===== src/rtl/pfg_pkg.sv =====
package pfg_pkg;
  typedef enum logic [1:0] {
    PH_DOWN = 2'd0,
    PH_HOLD = 2'd1,
    PH_RUN  = 2'd2
  } phase_e;
endpackage


===== src/rtl/pfg_sync.sv =====
module pfg_sync #(
  parameter int unsigned STAGES = 2
) (
  input  logic clk_i,
  input  logic rst_ni,
  input  logic d_i,
  output logic all_hi_o
);
  logic [STAGES-1:0] st_q;

  for (genvar g = 0; g < STAGES; g++) begin : g_stage
    if (g == 0) begin : g_first
      always_ff @(posedge clk_i or negedge rst_ni) begin
        if (!rst_ni) st_q[g] <= 1'b0;
        else         st_q[g] <= d_i;
      end
    end else begin : g_next
      always_ff @(posedge clk_i or negedge rst_ni) begin
        if (!rst_ni) st_q[g] <= 1'b0;
        else         st_q[g] <= st_q[g-1];
      end
    end
  end

  // every stage high: a low sample anywhere in the chain counts as a drop
  assign all_hi_o = &st_q;
endmodule


===== src/rtl/pfg_recov_timer.sv =====
module pfg_recov_timer
  import pfg_pkg::*;
#(
  parameter int unsigned RECOV_CYC = 1000000
) (
  input  logic clk_i,
  input  logic rst_ni,
  input  logic ok_i,
  output logic ready_o
);
  localparam int unsigned CW = $clog2(RECOV_CYC + 1);
  localparam logic [CW-1:0] LAST = CW'(RECOV_CYC - 1);

  phase_e        phase_q, phase_d;
  logic [CW-1:0] cnt_q, cnt_d;

  always_comb begin
    phase_d = phase_q;
    cnt_d   = cnt_q;
    if (!ok_i) begin
      phase_d = PH_DOWN;
      cnt_d   = '0;
    end else if (phase_q != PH_RUN) begin
      cnt_d = cnt_q + 1'b1;
      if (cnt_q == LAST) phase_d = PH_RUN;
      else               phase_d = PH_HOLD;
    end
  end

  always_ff @(posedge clk_i or negedge rst_ni) begin
    if (!rst_ni) begin
      phase_q <= PH_DOWN;
      cnt_q   <= '0;
    end else begin
      phase_q <= phase_d;
      cnt_q   <= cnt_d;
    end
  end

  // gate with the live chain so a fresh drop cannot leave a stale release
  assign ready_o = (phase_q == PH_RUN) && ok_i;
endmodule


===== src/rtl/pfg_seal.sv =====
module pfg_seal (
  input  logic clk_i,
  input  logic factory_rst_ni,
  input  logic vok_i,
  output logic armed_o
);
  logic armed_q;

  always_ff @(posedge clk_i or negedge factory_rst_ni) begin
    if (!factory_rst_ni) armed_q <= 1'b0;
    else if (vok_i)      armed_q <= 1'b1;
  end

  assign armed_o = armed_q;
endmodule


===== src/rtl/pfail_guard.sv =====
module pfail_guard #(
  parameter int unsigned SYNC_STAGES = 2,
  parameter int unsigned RECOV_CYC   = 1000000
) (
  input  logic clk_i,
  input  logic rst_ni,
  input  logic factory_rst_ni,
  input  logic vok_i,
  input  logic vbat_lvl_i,
  output logic inhibit_o,
  output logic hiz_o,
  output logic bat_sel_o,
  output logic armed_o
);
  logic ok_sync, ready, armed;

  pfg_sync #(.STAGES(SYNC_STAGES)) u_sync (
    .clk_i   (clk_i),
    .rst_ni  (rst_ni),
    .d_i     (vok_i),
    .all_hi_o(ok_sync)
  );

  pfg_recov_timer #(.RECOV_CYC(RECOV_CYC)) u_timer (
    .clk_i  (clk_i),
    .rst_ni (rst_ni),
    .ok_i   (ok_sync),
    .ready_o(ready)
  );

  pfg_seal u_seal (
    .clk_i         (clk_i),
    .factory_rst_ni(factory_rst_ni),
    .vok_i         (vok_i),
    .armed_o       (armed)
  );

  // raw flag in the path: protection never waits for an edge
  assign inhibit_o = ~vok_i | ~ready;
  assign hiz_o     = ~vok_i | ~ready;
  assign bat_sel_o = armed & ~vbat_lvl_i;
  assign armed_o   = armed;
endmodule


===== config.mk =====
export PLATFORM = sky130hd
export DESIGN_NAME = pfail_guard
export DESIGN_NICKNAME = d
export VERILOG_FILES = /design/src/rtl/pfg_pkg.sv /design/src/rtl/pfg_sync.sv /design/src/rtl/pfg_recov_timer.sv /design/src/rtl/pfg_seal.sv /design/src/rtl/pfail_guard.sv
export SDC_FILE = /design/constraint.sdc
export NUM_CORES = 1
export LEC_CHECK = 0
export ABC_CLOCK_PERIOD_IN_PS = 3700
export BUFFER_PORTS_ARGS = -buffer_cell sky130_fd_sc_hd__buf_2
export CAP_MARGIN = 0
export CORE_MARGIN = 2
export CORE_UTILIZATION = 25
export CTS_CLUSTER_DIAMETER = 50
export DETAILED_ROUTE_END_ITERATION = 16
export GPL_TIMING_DRIVEN = 0
export PLACE_DENSITY = 0.43
export SYNTH_ARGS = -nofsm -noshare
export SYNTH_HDL_FRONTEND = slang
export SYNTH_HIERARCHICAL = 1
export SYNTH_SLANG_ARGS = --single-unit

===== constraint.sdc =====
create_clock -name clk_i -period 3.7 [get_ports clk_i]
set_clock_uncertainty 0.05 [all_clocks]
set_input_delay 0.37 -clock clk_i [delete_from_list [all_inputs] [get_ports clk_i]]
set_output_delay 0.37 -clock clk_i [all_outputs]
set_load 0.02 [all_outputs]

# == After elaboration in Yosys (flattened, before gate mapping) ==
# Index checks and enable logic that the tools add are counted.
# op_classes
n_addsub,1
n_bitwise,5
n_mul,0
n_lt_le_gt_ge,0
muxes,5
shifts,0
reduce_logical,2
n_eq_ne,4
n_div,0
# ops
operator,count
two-way mux 20 bit,2
"adder 20 x 1 -> 20 bit, second input constant",1
"equality test 20 bit, second input constant",1
two-way mux 2 bit,3
"!= test 2 bit, second input constant",2
NOT 1 bit,3
"equality test 2 bit, second input constant",1
AND reduction 2 bit,1
AND 1 bit,1
logical AND 1 bit,1
bitwise OR 1 bit,1
# totals
in_bits,5
mem_bits_ro,0
mem_bits_rw,0
regBits,25
latch_bits,0
mem_count,0
output_inout_bits,4

# == Depth between registers and ports, before layout ==
# Gate-level depths: netlist of run 1.
# logic_depth
ltp_word,4
depth_mapped,6

# == By module ==
# The synthesis of run 1 kept the hierarchy.
# modules_own_cells
mod,area_each_um2,cells_per_inst,seq_area_each_um2,n_inst
pfg_recov_timer,1162.4,124,550.5,1
pfg_sync,56.3,3,50.0,1
pfg_seal,31.3,2,25.0,1
pfail_guard,25.0,3,0.0,1

# == Worst setup path after synthesis of run 1 ==
# OpenSTA, ideal clock, no wires.
# synth_timing
path_kind,reg2reg
start,register u_sync.st_q[0]
end,register u_timer.cnt_q[14]
synth_period_minus_slack_ps,2011
path_slack_ps,1689
setup_time_ps,79
path_stages_with_launch,7
required_time_ps,3571
t_arrival_ps,1881
cell_sequence,dfrtp_1 > and2_1 > and3b_1 > buf_6 > or4_4 > or3_1 > a21oi_1
# synth_between
elab_chain_len,2
word_cells_on_any_way,3
classes_between,1 x eq/ne; 1 x mux; 1 x reduce/logical
# synth_rtl
element,line,text
"start, declared",pfg_sync.sv:9,logic [STAGES-1:0] st_q;
"start signal, assigned by index",pfg_sync.sv:15,else st_q[g] <= d_i;
AND reduction 2 bit *,pfg_sync.sv:26,assign all_hi_o = &st_q;
via ok_sync,pfail_guard.sv:15,"logic ok_sync, ready, armed;"
!= test 2 bit (no source line) / two-way mux 20 bit (equally long branches),--,
"end signal, assigned",pfg_recov_timer.sv:36,cnt_q <= cnt_d;
"end, declared",pfg_recov_timer.sv:15,"logic [CW-1:0] cnt_q, cnt_d;"
# Mark *: on every way through the listed nets, which the timed path passes. The rest lies on a longest branch.
# A chain may end at the register's enable or synchronous reset.

# == Worst setup path after layout of run 1 ==
# layout_timing
start,register u_sync.st_q[0]
end,register u_timer.cnt_q[16]
# Same word-level chain as after synthesis.

==> results.toml, run 1 <==
[run_status]
status = "finished, final reports clean"

[clock_tree]
cts_setup_buffers = 0
clk_pin_slew_worst_paths_ns = 0.09
cts_tree = "yes"
cts_made_buffers = 3
cts_resized = 0
cts.sinks = 25
clock_latency_ns = 0.26
clock_path_buffers = 2
ctsRootBufferMaster = "clkbuf_8"
htree_levels = 1

[cells_and_area]
fin_area_um2 = 1450
areaGrowthSynthToFinish_pct = 14.0
final_common_cell = "dfrtp_1"
antenna_cells = 0
finalNonFillerCells = 212
layout_common_cells = "dfrtp_1 (25), nor2_1 (14), nand2_1 (11)"
nets = 152
drive_above_1_share_pct = 13.1

[placed_design]
place.port_buffers = 8
placed_area_um2 = 1400
place_hpwl_mm = 2.06
place_inst = 207
gp_congestion = 0.739

[sta]
tightest_slew_ns = 0.552
fmax_ghz = 0.457
period_needed_ns = 2.19
fin_tns_setup_ns = 0
holdWs_ns = 0.0331
setup_viol_count_final = 0
rsz0062_at_grt = "false"
maxSlewHeadroom_pct = 63.2
drv_slew = 0
period_share_pct = 59.1
hold_viol_final = 0

[critical_path]
crit_type = "reg -> reg"
rr_startpoint = "u_sync/st_q[0]"
critPathRequiredTime_ns = 3.84
crit_path_top_delay_cell = "or4_4"
cp.buffers_inverters = 1
cp_cell_sequence = "and2_1 -> and3b_1 -> buf_6 -> or4_4 -> or3_1 -> a21oi_1"
reg2reg_depth = 6
path_max_fanout = 9
cp_slowest_stage_delay_ns = 0.57
crit_family = "simple AND/OR/NAND/NOR gates"
cp-end-kind = "flop"
reg2reg_slack_ns = 1.51
critPathLaunchType = "flop"
timing.rr.end = "u_timer/cnt_q[16]"
critical_path_arrival_ns = 2.33

[power_and_ir_drop]
swShare_pct = 21.2
clkPwrFrac_pct = 34.8
p_comb_share_pct = 4.2
switching_power_mw = 0.0966
internal_power_mw = 0.358
power_frac_seq_pct = 60.9
ir_drop_mv = 0.140
power_density_nw_per_um2 = 313
leakagePower_nw = 0.536

[synth]
yosysWarnings = 6
syn_inst = 132
ys_seq_area_share_pct = 49.1
synth.avg_cell_area_um2 = 9.66
ys_types = 37
syn_area_um2 = 1270
syn-num-nets = 138
synth_seq_cells = 25

[detailed_routing]
ant_nets = 0
num_vias = 1006
wirelength_mm = 2.81
vias_per_cell = 4.75
drt-wirelength-per-cell_um = 13.3
dr.pass1.iters = 4
drc_errors = 0
drtIter0Drc = 57

[grt]
grt_pass1_vias = 979
grt_max_degree = 25
antenna_found_initial = 0
gr-usage-all-layers_pct = 11.3
grt-ovfl-total = 0
grt_pass1_wl_mm = 4.88

[floorplan]
io_pins = 9
core_um2 = 4820
rows = 25
die_h_um = 75.4
start_util_pct = 26.5
die_x_um = 75.4
fp.dieArea_um2 = 5690

[hold_path]
holdCritPathClass = "in -> async"

[run]
max-cap-violations = 0
registers in the layout, summed over array words and instances (netlist names):
register and count:
u_timer/phase_q 2, u_timer/cnt_q 20, u_sync/st_q 2, u_seal/armed_o 1
cell type report:
cell class | count | area, um^2
repair buffers | 9 | 50.0
fillers | 524 | 3360
clock buffers | 4 | 45.0
well taps | 67 | 83.8
plain buffers | 3 | 22.5
inverters | 5 | 18.8
multi-input cells | 99 | 608
flip-flops and latches | 25 | 626
metal layers:
metal	vias to the layer above	track usage [%]	share of wire, %	wire [um]
met5	-	0	0	0
met4	0	2.14	0.60	17
met3	2	2.91	2.2	63
met2	8	18.3	48	1350
met1	497	15.3	49	1380
li1	499	-	-	-
power by group through the flow:
stage                     clock network, mW  registers (mW)  logic [mW]
after floorplan                           0           0.282     0.00820
after global placement                    0           0.283      0.0194
after detailed placement                  0           0.283      0.0197
after CTS                             0.170           0.277      0.0205
after global routing                  0.180           0.278      0.0223
final                                 0.159           0.277      0.0193
worst reg2reg max path, stage by stage (launching register included):
cell and delay [ns]:
dfrtp_1 0.38, and2_1 0.25, and3b_1 0.23, buf_6 0.13, or4_4 0.57, or3_1 0.36, a21oi_1 0.14
synth_stat cells:
| cell type | instances | share of area (%) |
|---|---|---|
| a21oi_1 | 8 | 3.1 |
| a31o_2 | 2 | 1.4 |
| and2_1 | 2 | 0.98 |
| and2_2 | 1 | 0.59 |
| and3b_1 | 1 | 0.69 |
| and4_1 | 1 | 0.69 |
| buf_4 | 1 | 0.59 |
| buf_6 | 1 | 0.88 |
| clkbuf_1 | 1 | 0.29 |
| clkinv_1 | 1 | 0.29 |
| dfrtp_1 | 25 | 49 |
| ha_1 | 1 | 0.98 |
| inv_1 | 4 | 1.2 |
| mux2i_1 | 2 | 1.6 |
| nand2_1 | 11 | 3.2 |
| nand2b_1 | 1 | 0.49 |
| nand3_1 | 5 | 2.0 |
| nand4_1 | 8 | 3.9 |
| nor2_1 | 14 | 4.1 |
| nor2b_1 | 1 | 0.49 |
| nor2b_4 | 1 | 1.1 |
| nor3_1 | 3 | 1.2 |
| nor3b_1 | 1 | 0.59 |
| nor4_1 | 5 | 2.5 |
| nor4b_1 | 2 | 1.4 |
| o21a_1 | 1 | 0.59 |
| o21ai_0 | 5 | 2.0 |
| o31a_1 | 1 | 0.69 |
| o31ai_1 | 1 | 0.59 |
| or2_1 | 1 | 0.49 |
| or2_2 | 1 | 0.49 |
| or2b_1 | 2 | 1.2 |
| or3_1 | 6 | 2.9 |
| or4_4 | 1 | 0.88 |
| or4b_1 | 1 | 0.79 |
| xnor2_1 | 6 | 4.1 |
| xor2_1 | 3 | 2.1 |
logic make-up (layout without fill, tap and decap cells):
group,after synthesis,after routing,synth area share [%]
AOI/OAI and AO/OA,18,18,8.34
xor gates and xnor gates,9,9,6.18
adders and majority gates,1,1,0.981
buffers and inverters,8,21,3.24
DFF,25,25,49.1
muxes,2,2,1.57
and+or+nand+nor,69,69,30.6
how the worst max path moves through the flow:
stage / from / endpoint / slack (ns) / cells after the start
floorplan: u_sync/st_q[0] / u_timer/cnt_q[14] / 1.69 / 6
global placement: u_sync/st_q[0] / u_timer/cnt_q[14] / 1.53 / 6
detailed placement: u_sync/st_q[0] / u_timer/cnt_q[16] / 1.52 / 6
CTS: u_sync/st_q[0] / u_timer/cnt_q[18] / 1.50 / 6
global route: u_sync/st_q[0] / u_timer/cnt_q[18] / 1.36 / 6
finish: u_sync/st_q[0] / u_timer/cnt_q[16] / 1.51 / 6
through the flow:
stage	total power, mW	util (%)	worst slack [ns]
2_1_floorplan	0.291	-	1.69
3_3_place_gp	0.302	29.0	1.53
3_5_place_dp	0.302	29.0	1.52
4_1_cts	0.468	30.2	1.50
5_1_grt	0.480	30.2	1.36
6_report	0.455	30.2	1.51
timing repair:
item,CTS,global route
endpoints found under the hold margin,1,0
hold buffers,1,0
endpoints found under the setup margin,0,0
(Power assumes the default switching activity.)
==> run 2, diff against run 1 <==
ABC_AREA = 1   (was default)
ABC_CLOCK_PERIOD_IN_PS = 2300   (was 3700)
clock period = 2.3 ns   (was 3.7 ns; I/O delays follow)
==> results.toml, run 2 <==
[run_status]
status = "finished, final reports clean"

[placed_design]
place_hpwl_mm = 2.33
gp_congestion = 0.806
post-place-ws_ns = 0.654
place_inst = 277
place.port_buffers = 8

[cells_and_area]
final_common_cell = "nand2_1"
fin_util_pct = 29.4
final.fill_count = 617
finalNonFillerCells = 283
nets = 218
areaGrowthSynthToFinish_pct = 13.8
top_register = "u_timer/cnt_q"
antenna_cells = 0
largestRegisters = "u_timer/cnt_q (20), u_sync/st_q (2), u_timer/phase_q (2)"
largest_reg_flops = 20
drive_above_1_share_pct = 12.3
layout_common_cells = "nand2_1 (53), nor2_1 (37), inv_1 (29)"

[clock_tree]
cts_resized = 0
clock_path_buffers = 2
ctsRootBufferMaster = "clkbuf_8"
cts.sinks = 25
htree_levels = 1
cts_tree = "yes"
cts_made_buffers = 3
clock_latency_ns = 0.27
clk_pin_slew_worst_paths_ns = 0.08

[critical_path]
cp-end-kind = "output pin"
reg2reg_depth = 8
critPathRequiredTime_ns = 2.02
critPathLaunchType = "flop"
path_max_fanout = 10
timing.rr.end = "u_timer/cnt_q[8]"
critical_path_arrival_ns = 1.62
rr_startpoint = "u_timer/cnt_q[0]"
cp-endpoint = "inhibit_o"
crit_type = "reg -> out"
reg2reg_slack_ns = 0.78
worstSetupStartpoint = "u_sync/st_q[0]"

[detailed_routing]
wirelength_mm = 3.07
drt-wirelength-per-cell_um = 10.8
vias_per_cell = 4.14
drtIter0Drc = 24
num_vias = 1173
ant_nets = 0
dr.pass1.iters = 4
drc_errors = 0

[grt]
met1_usage_pct = 15.3
gr-usage-met3_pct = 2.50
grt_pass1_vias = 1218
grt-ovfl-total = 0
gr-usage-all-layers_pct = 11.4
antenna_found_initial = 0
grt_pass1_wl_mm = 5.60
top_usage_layer = "met2"
grt_max_degree = 25
grtUsageMet2_pct = 18.6

[synth]
synth_common_cells = "nand2_1 (53), nor2_1 (37), inv_1 (29)"
yosysMostFrequentCell = "nand2_1"
yosysWarnings = 6
yosysTopAreaCell = "dfrtp_1"
yosysTopAreaCellShare_pct = 44.2
syn-num-nets = 203
yosys-top-cells-area = "dfrtp_1 (44%), nand2_1 (14%), nor2_1 (9.8%), inv_1 (7.7%), nand3_1 (5.3%)"
synth.avg_cell_area_um2 = 7.19
syn_area_um2 = 1420
syn_inst = 197
synthArstFlopShare_pct = 100
ys_types = 20
synth_seq_cells = 25
ys.flop_type = "dfrtp_1"
ys_seq_area_share_pct = 44.2
synth-edff-count = 0

[sta]
period_share_pct = 82.8
hold_viol_final = 0
fmax_ghz = 0.525
setup_viol_count_final = 0
fin_tns_setup_ns = 0
maxSlewHeadroom_pct = 63.0
rsz0062_at_grt = "false"
drv_slew = 0
fin_ws_ns = 0.395
tightest_slew_ns = 0.554
period_needed_ns = 1.90

[hold_path]
holdPathStages = 1
min_from = "vok_i"
holdCritPathClass = "in -> reg"

[power_and_ir_drop]
total_power_mw = 0.743
ir_drop_mv = 0.327
leakagePower_nw = 0.674
power_density_nw_per_um2 = 461

[floorplan]
die_x_um = 79.3
die_h_um = 79.3
core_um2 = 5470
fp.dieArea_um2 = 6280
start_util_pct = 25.9
io_pins = 9
rows = 27

[run]
max-cap-violations = 0
==> run 2: cell types whose count changed in the layout (fill, tap and decap cells not counted), sizes merged, moves of 3 or more <==
| cell | before | now |
|---|---|---|
| nand2 | 11 | 55 |
| nor2 | 14 | 46 |
| inv | 4 | 29 |
| nand3 | 5 | 17 |
| nand4 | 8 | 1 |
| or3 | 6 | 0 |
| xnor2 | 6 | 0 |
| nor4 | 5 | 0 |
| and2 | 3 | 0 |
| xor2 | 3 | 0 |
==> run 2: final cells by class <==
| class | instances | area, um^2 | share of cell area, % |
|---|---|---|---|
| Inverter | 29 | 109 | 6.75 |
| Buffer | 3 | 18.8 | 1.16 |
| Clock buffer | 4 | 45.0 | 2.80 |
| Tap cell | 72 | 90.1 | 5.59 |
| Sequential cell | 25 | 626 | 38.8 |
| Multi-Input combinational cell | 140 | 663 | 41.1 |
| Timing Repair Buffer | 10 | 60.1 | 3.73 |
==> run 2: report_power, final <==
part | internal (mW) | switching (mW) | leakage, nW
Sequential | 0.443 | 0.00234 | 0.337
Combinational | 0.0124 | 0.0258 | 0.314
Clock | 0.124 | 0.135 | 0.0228
Total | 0.580 | 0.163 | 0.674
==> run 2: cells by family after synthesis <==
family	Yosys count	synth area share, %
compound gates	18	7.07
fa+ha+maj	1	0.883
buf+inv	32	9.01
flops	25	44.2
simple gates	121	38.9
==> run 2: timing repair <==
action                    CTS  global route
hold endpoints to repair   25             0
setup buffers               0             0
hold buffers                2             0
==> run 2: metal layers <==
metal  routed length (um)  vias up
li1                     -      638
met1                 1560      521
met2                 1370       12
met3                  103        2
met4                   34        0
met5                    0        -
==> run 2: critical path, stage by stage (launching register included) <==
cell     delay, ns
dfrtp_1       0.36
nand2_1       0.05
inv_1         0.04
buf_4         0.17
nand3_4       0.16
inv_1         0.21
nand2_1       0.09
buf_4         0.13
buf_2         0.15
==> run 2: how the worst min path moves through the flow <==
stage / slack (ns) / to
finish: 0.05 / u_sync/st_q[0]
detailed placement: -0.04 / u_seal/armed_o
global route: 0.05 / u_sync/st_q[0]
floorplan: -0.12 / u_seal/armed_o
CTS: 0.04 / u_sync/st_q[0]
global placement: -0.04 / u_seal/armed_o
==> run 2: per-stage QoR <==
stage	area, um^2	hold slack [ns]
after global placement	1550	-0.0443
after detailed placement	1550	-0.0420
final	1610	0.0513
after floorplan	1420	-0.116
after CTS	1610	0.0391
after global routing	1610	0.0465
